$ cat config.mk
export PLATFORM = sky130hd
export DESIGN_NAME = cfg_rom_reader
export DESIGN_NICKNAME = d
export VERILOG_FILES = /design/src/rtl/cfg_rom_pkg.sv /design/src/rtl/cfg_rom_tick.sv /design/src/rtl/cfg_rom_seq.sv /design/src/rtl/cfg_rom_width.sv /design/src/rtl/cfg_rom_reader.sv
export SDC_FILE = /design/constraint.sdc
export NUM_CORES = 1
export LEC_CHECK = 0
export ABC_AREA = 1
export BUFFER_PORTS_ARGS = -buffer_cell sky130_fd_sc_hd__buf_2
export CELL_PAD_IN_SITES_DETAIL_PLACEMENT = 2
export CELL_PAD_IN_SITES_GLOBAL_PLACEMENT = 2
export CORE_MARGIN = 4
export CORE_UTILIZATION = 35
export CTS_CLUSTER_SIZE = 30
export DETAILED_ROUTE_END_ITERATION = 7
export GPL_TIMING_DRIVEN = 0
export PLACE_DENSITY_LB_ADDON = 0.1
export RECOVER_POWER = 100
export SKIP_LAST_GASP = 1
export SLEW_MARGIN = 10
export SYNTH_ARGS = -nofsm -noshare
export SYNTH_HDL_FRONTEND = slang
export SYNTH_SLANG_ARGS = --single-unit
$ cat constraint.sdc
create_clock -name clk -period 3.5 [get_ports clk]
set_input_delay 0.35 -clock clk [delete_from_list [all_inputs] [get_ports clk]]
set_output_delay 0.35 -clock clk [all_outputs]
set_load 0.01 [all_outputs]
$ cat src/rtl/cfg_rom_pkg.sv
package cfg_rom_pkg;
  localparam int WORD_W      = 16;
  localparam int OPC_W       = 3;
  localparam int ADR_NARROW  = 6;
  localparam int ADR_WIDE    = 8;
  localparam int CMD_W       = OPC_W + ADR_WIDE;
  localparam int CNT_W       = $clog2(WORD_W);

  localparam logic [OPC_W-1:0]  OPC_READ  = 3'b110;
  localparam logic [OPC_W-1:0]  OPC_WRITE = 3'b101;
  localparam logic [OPC_W-1:0]  OPC_ERASE = 3'b111;
  localparam logic [WORD_W-1:0] WIDE_SIGNATURE = 16'h8129;

  typedef enum logic [3:0] {
    PH_IDLE,
    PH_PRE,
    PH_SEL,
    PH_CMD_LO,
    PH_CMD_HI,
    PH_GAP,
    PH_DAT_HI,
    PH_DAT_LO,
    PH_END
  } rd_phase_e;
endpackage

$ cat src/rtl/cfg_rom_tick.sv
module cfg_rom_tick #(
  parameter int DIV_W = 8
) (
  input  logic             clk,
  input  logic             rst_n,
  input  logic             run,
  input  logic [DIV_W-1:0] half_div,
  output logic             tick
);
  logic [DIV_W-1:0] cnt_q, cnt_d;
  logic [DIV_W-1:0] lim_m1;
  logic             at_end;

  assign lim_m1 = (half_div == '0) ? '0 : (half_div - DIV_W'(1));
  assign at_end = (cnt_q >= lim_m1);
  assign tick   = run && at_end;

  always_comb begin
    cnt_d = cnt_q;
    if (!run)        cnt_d = '0;
    else if (at_end) cnt_d = '0;
    else             cnt_d = cnt_q + DIV_W'(1);
  end

  always_ff @(posedge clk or negedge rst_n) begin
    if (!rst_n) cnt_q <= '0;
    else        cnt_q <= cnt_d;
  end
endmodule

$ cat src/rtl/cfg_rom_seq.sv
module cfg_rom_seq
  import cfg_rom_pkg::*;
(
  input  logic              clk,
  input  logic              rst_n,
  input  logic              tick,
  input  logic              start,
  input  logic              start_probe,
  input  logic [7:0]        addr,
  input  logic              use_wide,
  input  logic              ee_do,
  output logic              busy,
  output logic              done,
  output logic [WORD_W-1:0] rdata,
  output logic              fin,
  output logic              fin_probe,
  output logic [WORD_W-1:0] fin_word,
  output logic              ee_cs,
  output logic              ee_sk,
  output logic              ee_di
);
  rd_phase_e          ph_q, ph_d;
  logic [CNT_W-1:0]   cnt_q, cnt_d;
  logic [CMD_W-1:0]   cmd_q, cmd_d;
  logic [WORD_W-1:0]  sh_q, sh_d;
  logic [WORD_W-1:0]  rd_q, rd_d;
  logic               prb_q, prb_d;
  logic               done_q, done_d;
  logic               cs_q, cs_d, sk_q, sk_d, di_q, di_d;

  assign busy      = (ph_q != PH_IDLE);
  assign done      = done_q;
  assign rdata     = rd_q;
  assign fin       = (ph_q == PH_END) && tick;
  assign fin_probe = prb_q;
  assign fin_word  = sh_q;
  assign ee_cs     = cs_q;
  assign ee_sk     = sk_q;
  assign ee_di     = di_q;

  always_comb begin
    ph_d   = ph_q;
    cnt_d  = cnt_q;
    cmd_d  = cmd_q;
    sh_d   = sh_q;
    rd_d   = rd_q;
    prb_d  = prb_q;
    done_d = 1'b0;
    unique case (ph_q)
      PH_IDLE: begin
        if (start) begin
          ph_d  = PH_PRE;
          prb_d = start_probe;
          if (use_wide) begin
            cmd_d = {OPC_READ, addr};
            cnt_d = CNT_W'(OPC_W + ADR_WIDE - 1);
          end else begin
            cmd_d = {OPC_READ, addr[ADR_NARROW-1:0], {(ADR_WIDE-ADR_NARROW){1'b0}}};
            cnt_d = CNT_W'(OPC_W + ADR_NARROW - 1);
          end
        end
      end
      PH_PRE:    if (tick) ph_d = PH_SEL;
      PH_SEL:    if (tick) ph_d = PH_CMD_LO;
      PH_CMD_LO: if (tick) ph_d = PH_CMD_HI;
      PH_CMD_HI: begin
        if (tick) begin
          cmd_d = {cmd_q[CMD_W-2:0], 1'b0};
          if (cnt_q == '0) begin
            ph_d = PH_GAP;
          end else begin
            cnt_d = cnt_q - CNT_W'(1);
            ph_d  = PH_CMD_LO;
          end
        end
      end
      PH_GAP: begin
        if (tick) begin
          ph_d  = PH_DAT_HI;
          cnt_d = CNT_W'(WORD_W - 1);
        end
      end
      PH_DAT_HI: begin
        if (tick) begin
          sh_d = {sh_q[WORD_W-2:0], ee_do};
          ph_d = PH_DAT_LO;
        end
      end
      PH_DAT_LO: begin
        if (tick) begin
          if (cnt_q == '0) begin
            ph_d = PH_END;
          end else begin
            cnt_d = cnt_q - CNT_W'(1);
            ph_d  = PH_DAT_HI;
          end
        end
      end
      PH_END: begin
        if (tick) begin
          ph_d   = PH_IDLE;
          rd_d   = sh_q;
          done_d = 1'b1;
        end
      end
      default: ph_d = PH_IDLE;
    endcase

    cs_d = (ph_d != PH_IDLE) && (ph_d != PH_PRE) && (ph_d != PH_END);
    sk_d = (ph_d == PH_CMD_HI) || (ph_d == PH_DAT_HI);
    di_d = ((ph_d == PH_CMD_LO) || (ph_d == PH_CMD_HI)) && cmd_d[CMD_W-1];
  end

  always_ff @(posedge clk or negedge rst_n) begin
    if (!rst_n) begin
      ph_q   <= PH_IDLE;
      cnt_q  <= '0;
      cmd_q  <= '0;
      sh_q   <= '0;
      rd_q   <= '0;
      prb_q  <= 1'b0;
      done_q <= 1'b0;
      cs_q   <= 1'b0;
      sk_q   <= 1'b0;
      di_q   <= 1'b0;
    end else begin
      ph_q   <= ph_d;
      cnt_q  <= cnt_d;
      cmd_q  <= cmd_d;
      sh_q   <= sh_d;
      rd_q   <= rd_d;
      prb_q  <= prb_d;
      done_q <= done_d;
      cs_q   <= cs_d;
      sk_q   <= sk_d;
      di_q   <= di_d;
    end
  end
endmodule

$ cat src/rtl/cfg_rom_width.sv
module cfg_rom_width
  import cfg_rom_pkg::*;
(
  input  logic              clk,
  input  logic              rst_n,
  input  logic              load,
  input  logic [WORD_W-1:0] word,
  output logic              wide
);
  logic wide_q, wide_d;

  assign wide = wide_q;

  always_comb begin
    wide_d = wide_q;
    if (load) wide_d = (word == WIDE_SIGNATURE);
  end

  always_ff @(posedge clk or negedge rst_n) begin
    if (!rst_n) wide_q <= 1'b0;
    else        wide_q <= wide_d;
  end
endmodule

$ cat src/rtl/cfg_rom_reader.sv
module cfg_rom_reader
  import cfg_rom_pkg::*;
#(
  parameter int DIV_W = 8
) (
  input  logic              clk,
  input  logic              rst_n,
  input  logic [DIV_W-1:0]  half_div,
  input  logic              req,
  input  logic [7:0]        req_addr,
  input  logic              probe,
  output logic              busy,
  output logic              done,
  output logic [WORD_W-1:0] rdata,
  output logic              wide,
  output logic              ee_cs,
  output logic              ee_sk,
  output logic              ee_di,
  input  logic              ee_do
);
  logic              tick;
  logic              start;
  logic [7:0]        start_addr;
  logic              start_wide;
  logic              fin, fin_probe;
  logic [WORD_W-1:0] fin_word;

  assign start      = (req || probe) && !busy;
  assign start_addr = probe ? 8'h00 : req_addr;
  assign start_wide = probe ? 1'b1 : wide;

  cfg_rom_tick #(.DIV_W(DIV_W)) u_tick (
    .clk      (clk),
    .rst_n    (rst_n),
    .run      (busy),
    .half_div (half_div),
    .tick     (tick)
  );

  cfg_rom_seq u_seq (
    .clk         (clk),
    .rst_n       (rst_n),
    .tick        (tick),
    .start       (start),
    .start_probe (probe),
    .addr        (start_addr),
    .use_wide    (start_wide),
    .ee_do       (ee_do),
    .busy        (busy),
    .done        (done),
    .rdata       (rdata),
    .fin         (fin),
    .fin_probe   (fin_probe),
    .fin_word    (fin_word),
    .ee_cs       (ee_cs),
    .ee_sk       (ee_sk),
    .ee_di       (ee_di)
  );

  cfg_rom_width u_width (
    .clk   (clk),
    .rst_n (rst_n),
    .load  (fin && fin_probe),
    .word  (fin_word),
    .wide  (wide)
  );
endmodule

Yosys cells after proc, flatten, opt, wreduce, memory -nomap -nowiden
Index checks and enable logic that the tools add are counted.

Output and inout bits: 22. Flip-flop bits (word level): 65. Bits of input ports: 21.

Reduce and logical (&&, ||, !) cells: 24. Equality and inequality tests: 19. Add/subtract/negate cells: 3. $lt $le $gt $ge: 1. Muxes and demuxes: 29.

Operators with widths (number): 2-to-1 mux 4 bit (14); 2-to-1 mux 8 bit (5); case mux 4 bit (9 select lines) (1); == test 4 x 3 -> 1 bit (second input constant) (6); 2-to-1 mux 11 bit (2); case mux 11 bit (2 select lines) (1); == test 16 bit (second input constant) (1); == test 4 x 2 -> 1 bit (second input constant) (3); case mux 4 bit (3 select lines) (1); adder 8 x 1 -> 8 bit (second input constant) (1); >= comparator 8 bit (1); logical NOT 4 bit (2); logical NOT 8 bit (1); nonzero test 4 bit (2); subtractor 8 x 1 -> 8 bit (second input constant) (1); logical AND 1 bit (7); != test 2 x 1 -> 1 bit (second input constant) (3); AND reduction 2 bit (3); AND reduction 5 bit (1); == test 4 x 1 -> 1 bit (second input constant) (1); == test 4 bit (second input constant) (1); != test 2 bit (second input constant) (2); != test 4 x 1 -> 1 bit (second input constant) (1); != test 4 bit (second input constant) (1); other kinds (10) (14).

Depth between registers and ports, before layout
Depth in word-level cells: 9. Mapped depth: 22. Mapped depth without buffers: 22.

Cells and area by module
Synthesis repeated with hierarchy kept, for this count alone.

Cells, all modules: 435. Area total of the unflattened synthesis: 3460.8 um^2.

By module, submodules not included: cfg_rom_seq (instances 1, area each 2502.4 um^2, cells an instance 285); cfg_rom_tick (instances 1, area each 759.5 um^2, cells an instance 106); cfg_rom_width (instances 1, area each 106.4 um^2, cells an instance 22); cfg_rom_reader (instances 1, area each 92.6 um^2, cells an instance 22).

Worst setup path before layout
No wires, ideal clock.

Path type: input to register. From: input port half_div[0]. To: register u_seq.di_q (netlist: u_seq.ee_di). Required time: 3.384 ns. Slack: 1.000 ns. Arrival time: 2.384 ns. Buffers on the path: 0. Stages on the path: 16. Cell sequence: inv_1 -> ha_1 -> nand2_1 -> inv_1 -> nand2_1 -> nand2_1 -> o31ai_1 -> o41ai_1 -> ha_1 -> a21oi_1 -> o21a_1 -> nand2_4 -> o31ai_1 -> a21oi_4 -> nor2_1 -> nor2_1.

Cells in the longest elaborated chain, start to end: 9. Elaborated cells between the ends (all ways): 20. Those cells by class: add/sub: 1; order compare: 1; eq/ne: 2; mux: 12; reduce/logical: 4.

RTL lines: start, declared (RTL line cfg_rom_reader.sv:8) `input logic [DIV_W-1:0] half_div,`; subtractor 8 x 1 -> 8 bit or logical NOT 8 bit (tied branches) (RTL line cfg_rom_tick.sv:14) `assign lim_m1 = (half_div == '0) ? '0 : (half_div - DIV_W'(1));`; 2-to-1 mux 8 bit (*) (RTL line cfg_rom_tick.sv:14); >= comparator 8 bit (*) (RTL line cfg_rom_tick.sv:15) `assign at_end = (cnt_q >= lim_m1);`; logical AND 1 bit (*) (RTL line cfg_rom_tick.sv:16) `assign tick = run && at_end;`; 2-to-1 mux 4 bit (tied with other cells) (RTL line cfg_rom_seq.sv:100) `if (tick) begin`; case mux 4 bit (9 select lines) (RTL line cfg_rom_seq.sv:49) `unique case (ph_q)`; == test 4 x 2 -> 1 bit or == test 4 x 3 -> 1 bit (tied branches) (RTL line cfg_rom_seq.sv:111) `di_d = ((ph_d == PH_CMD_LO) || (ph_d == PH_CMD_HI)) && cmd_d[CMD_W-1];`; logical OR 1 bit (RTL line cfg_rom_seq.sv:111); logical AND 1 bit (*) (RTL line cfg_rom_seq.sv:111); net u_seq.di_d (RTL line cfg_rom_seq.sv:29) `logic cs_q, cs_d, sk_q, sk_d, di_q, di_d;`; end signal, assigned (RTL line cfg_rom_seq.sv:136) `di_q <= di_d;`; end, declared (RTL line cfg_rom_seq.sv:29).

Mark *: on every way through the listed nets, which the timed path passes. The rest lies on a longest branch. The select of a mux whose other input is x is not followed. A chain may end at the register's enable or synchronous reset.

Worst setup path after layout
From: input port half_div[0]. To: register u_seq.cnt_q[3].

Cells in the longest elaborated chain, start to end: 6. Elaborated cells between the ends (all ways): 8. Those cells by class: add/sub: 1; order compare: 1; eq/ne: 2; mux: 1; reduce/logical: 3.

RTL lines: subtractor 8 x 1 -> 8 bit or logical NOT 8 bit (tied branches) (RTL line cfg_rom_tick.sv:14); 2-to-1 mux 8 bit (*) (RTL line cfg_rom_tick.sv:14); >= comparator 8 bit (*) (RTL line cfg_rom_tick.sv:15); logical AND 1 bit (*) (RTL line cfg_rom_tick.sv:16); != test 2 x 1 -> 1 bit (no line); AND reduction 5 bit (no line) (*); end signal, assigned (RTL line cfg_rom_seq.sv:128) `cnt_q <= cnt_d;`; end, declared (RTL line cfg_rom_seq.sv:23) `logic [CNT_W-1:0] cnt_q, cnt_d;`.

Every way passes the cells marked *; elsewhere a longest branch is shown, timed or not.

==> summary.md <==
| Metric | Value |
|---|---|
| Hold WS | around 270 ps |
| Overall power consumption | 2450 µW |
| Total grt overflow | 0 |
| Root Driver | clkbuf_8 |
| Avg WL per Cell | roughly 16 µm |
| Critical Path End Type | register |
| Placed insts | between 500 and 600 |
| First DRT Iteration DRCs | 80 |
| Tcrit/Tclk final | between 80% and 90% |
| Most frequent cells in the layout | nand2_1 (97), dfrtp_1 (65), inv_1 (58), o21ai_0 (39), nor2_1 (33) |
| Chip width | 106 µm |
| Worst-path clk slew | around 80 ps |
| Most common cell after layout, fill and taps aside | nand2_1 |
| Met1 Use GR | a little under a quarter |
| DIE HEIGHT | 106 µm |
| DRC errors left | 0 |
| Fillcell total | approximately 1100 |
| Met3 Track Usage GR | around 4% |
| I/O pins | between 40 and 50 |
| Critical Path RT | between 3000 and 4000 ps |
| Synth Register Bits | 65 |
| Post-route clock skew | ~11 ps |
| YS warnings | 0 |
| CTS tree | done |
| Clock sink total | 65 |
| Port Buffers | between 40 and 50 |
| Area occupied by multi-input gates | between 1000 and 1500 µm² |
| Row count | 35 |
| DP HPWL | 6.75 mm |
| RSZ-0062 raised after global routing | no |
| Least-Margin Pin Slew | about 1200 ps |
| Setup Viol. Count Final | 0 |
| Fin crit period | approximately 2900 ps |
| Hold Vio Cnt, Final | 0 |
| Lkg Pwr | approximately 0.0019 µW |
| Core area | around 9200 µm² |
| Post-synthesis cell count | between 400 and 500 |
| Sequential cell area fraction in the yosys report | 48.7% |
| DRT antenna net count | 0 |
| Share of layout cells above drive strength 1 | a little under an eighth |
| Power Dens Cells | between 600 and 700 nW/µm² |
| HP Class | input port to register |
| Average cell area after synthesis | about 8.3 µm² |
| M2 GR Usage | a little under a third |
| Htree depth | 3 |
| GP Congestion | about 0.78 |
| Postcts setup bufs | 0 |
| Final #Nets | 488 |
| Worst-path fanout max | 9 |
| Starting Density | between 30 and 40% |
| Worst rel slew slack | approximately 17% |
| Kind of critical path | input port to register |
| Max clock buf depth | 2 |
| Total GRT Usage | around 18% |
| CP Launch Type | input port |
| Post-Route WL | 9.26 mm |
| Hold Path Depth | 3 |
| Post-Layout Cell Count | between 500 and 600 |
| FF/Latch Area | roughly 1600 µm² |
| Final TNS setup | 0 ps |
| Area grow syn2layout | 16.3% |
| Area of the mapped netlist | 3340 µm² |
| DRT Pass-1 Iters | 4 |
| Via count | 2870 |
| Reg2Reg Setup Slack | ~1200 ps |
| Crit path DAT | around 3100 ps |
| Pin count of the biggest net entering global routing | between 40 and 50 |
| First-pass GRT wire length | around 16 mm |
| Status | complete, no violations |
| # diodes | 0 |
| Num CTS Buffers | 9 |
| F_max | 0.350 GHz |
| Worst ir drop on vdd | around 0.22 mV |
| Max-slew violation count | 0 |
| Syn nets | roughly 430 |
| Synth cell types | 39 |
| Max-cap violation count | 0 |
| Worst-Skew Late Latency | approximately 350 ps |
| FF-to-FF path depth | 13 |
| Vias in the first global route | 3280 |
| Gr busiest metal | met2 |
| Initial antenna violation count | 0 |
| DR vias/cell | around 5 |
| Full die area | 11200 µm² |
## worst paths after layout
| kind | end | startpoint |
|---|---|---|
| worst max-delay path | u_seq.cnt_q[3]$_DFFE_PN0P_ | half_div[0] |
| worst min-delay path | u_seq.cmd_q[0]$_DFFE_PN0P_ | req_addr[0] |
| worst max register to register | u_seq.cnt_q[3]$_DFFE_PN0P_ | u_tick.cnt_q[3]$_DFF_PN0_ |
| worst min register to register | u_seq.fin_word[8]$_DFFE_PN0P_ | u_seq.fin_word[8]$_DFFE_PN0P_ |
| max in group asynchronous | u_seq.cnt_q[0]$_DFFE_PN0P_ | rst_n |
| min in group asynchronous | u_seq.rdata[1]$_DFFE_PN0P_ | rst_n |
## metal layers
layer,share of wire (%),vias to the layer above
li1,-,1408
met1,45,1414
met2,50,38
met3,3.4,10
met4,1.1,0
met5,0,-
## registers in the layout (all words and copies together) (netlist names), 4 cells and up
register,cells
u_seq.rdata,16
u_seq.ph_q,4
u_tick.cnt_q,8
u_seq.cnt_q,4
u_seq.fin_word,16
u_seq.cmd_q,11
## logic make-up after synthesis
logic type                 after synthesis  synth area share [%]
AOI/OAI and AO/OA                       68                  11.8
xor gates and xnor gates                 8                  2.10
adders and majority gates               11                  4.12
buffers and inverters                   69                  8.06
DFF                                     65                  48.7
muxes                                    1                 0.337
and+or+nand+nor                        179                  24.8
## synth_stat cells
| library cell | n | area, µm² |
|---|---|---|
| a21oi_1 | 8 | 40.0 |
| a21oi_4 | 1 | 16.3 |
| o31ai_1 | 3 | 22.5 |
| o21ai_1 | 5 | 25.0 |
| nor4_1 | 4 | 25.0 |
| ha_1 | 11 | 138 |
| xnor2_1 | 3 | 26.3 |
| buf_2 | 2 | 10.0 |
| nand3_2 | 1 | 10.0 |
| o21a_1 | 3 | 22.5 |
| clkbuf_1 | 5 | 18.8 |
| nor2_2 | 3 | 18.8 |
| a21oi_2 | 1 | 8.76 |
| nand2_4 | 2 | 22.5 |
| mux2_2 | 1 | 11.3 |
| a31oi_1 | 2 | 12.5 |
| or2_2 | 2 | 12.5 |
| nor3_4 | 1 | 16.3 |
| inv_1 | 56 | 210 |
| nand3_4 | 1 | 17.5 |
| nand2_1 | 96 | 360 |
| xor2_1 | 5 | 43.8 |
| nor2_4 | 2 | 22.5 |
| nand3_1 | 19 | 95.1 |
| nor2_1 | 30 | 113 |
| nand3b_1 | 1 | 7.51 |
| dfrtp_1 | 65 | 1630 |
| o211ai_1 | 5 | 37.5 |
| nand4_1 | 7 | 43.8 |
| nor3_1 | 4 | 20.0 |
| o21ai_0 | 37 | 185 |
| o41ai_1 | 1 | 8.76 |
| and2_1 | 1 | 6.26 |
| inv_8 | 1 | 11.3 |
| nor4_2 | 1 | 12.5 |
| inv_2 | 5 | 18.8 |
| and3_1 | 1 | 6.26 |
| a22oi_1 | 2 | 15.0 |
| nand2_2 | 3 | 18.8 |
## layout make-up
class / instances / area share (%)
Buffer: 7 / 0.709
Clock buffer: 9 / 3.19
Clock inverter: 7 / 2.64
Inverter: 62 / 6.19
Multi-Input combinational cell: 267 / 36.1
Sequential cell: 65 / 41.9
Tap cell: 129 / 4.16
Timing Repair Buffer: 44 / 5.09
## report_power, final
group / total [µW] / internal (µW) / switching (µW)
Sequential: 1010 / 892 / 113
Combinational: 701 / 249 / 452
Clock: 744 / 410 / 334
Total: 2450 / 1550 / 899
## repair_timing
| action | in CTS | in global routing |
|---|---|---|
| hold endpoints to repair | 17 | 0 |
| gates resized for setup | 0 | 0 |
| hold buffers | 1 | 0 |
## stage by stage
stage	utilization [%]	worst slack, ps	area (µm²)
floorplan	-	1000	3340
global placement	40.1	425	3710
detailed placement	40.5	253	3740
CTS	43.0	590	3980
global route	42.0	267	3880
finish	42.0	644	3880
## worst max-delay path, stage by stage
cell and delay, ps:
buf_2 100, inv_1 100, ha_1 200, nand2_1 90, inv_1 110, nand4_1 220, and2_0 230, ha_1 280
nand2_1 50, nor2_1 80, nor2_1 40, nand2_1 50, nand2_1 110, nand2_4 150, nand2_4 90, nand2_1 60
o21ai_1 50, nor2_1 360, clkinv_1 210, o21ai_0 190
No activity file was read; power rests on OpenSTA's default activity.
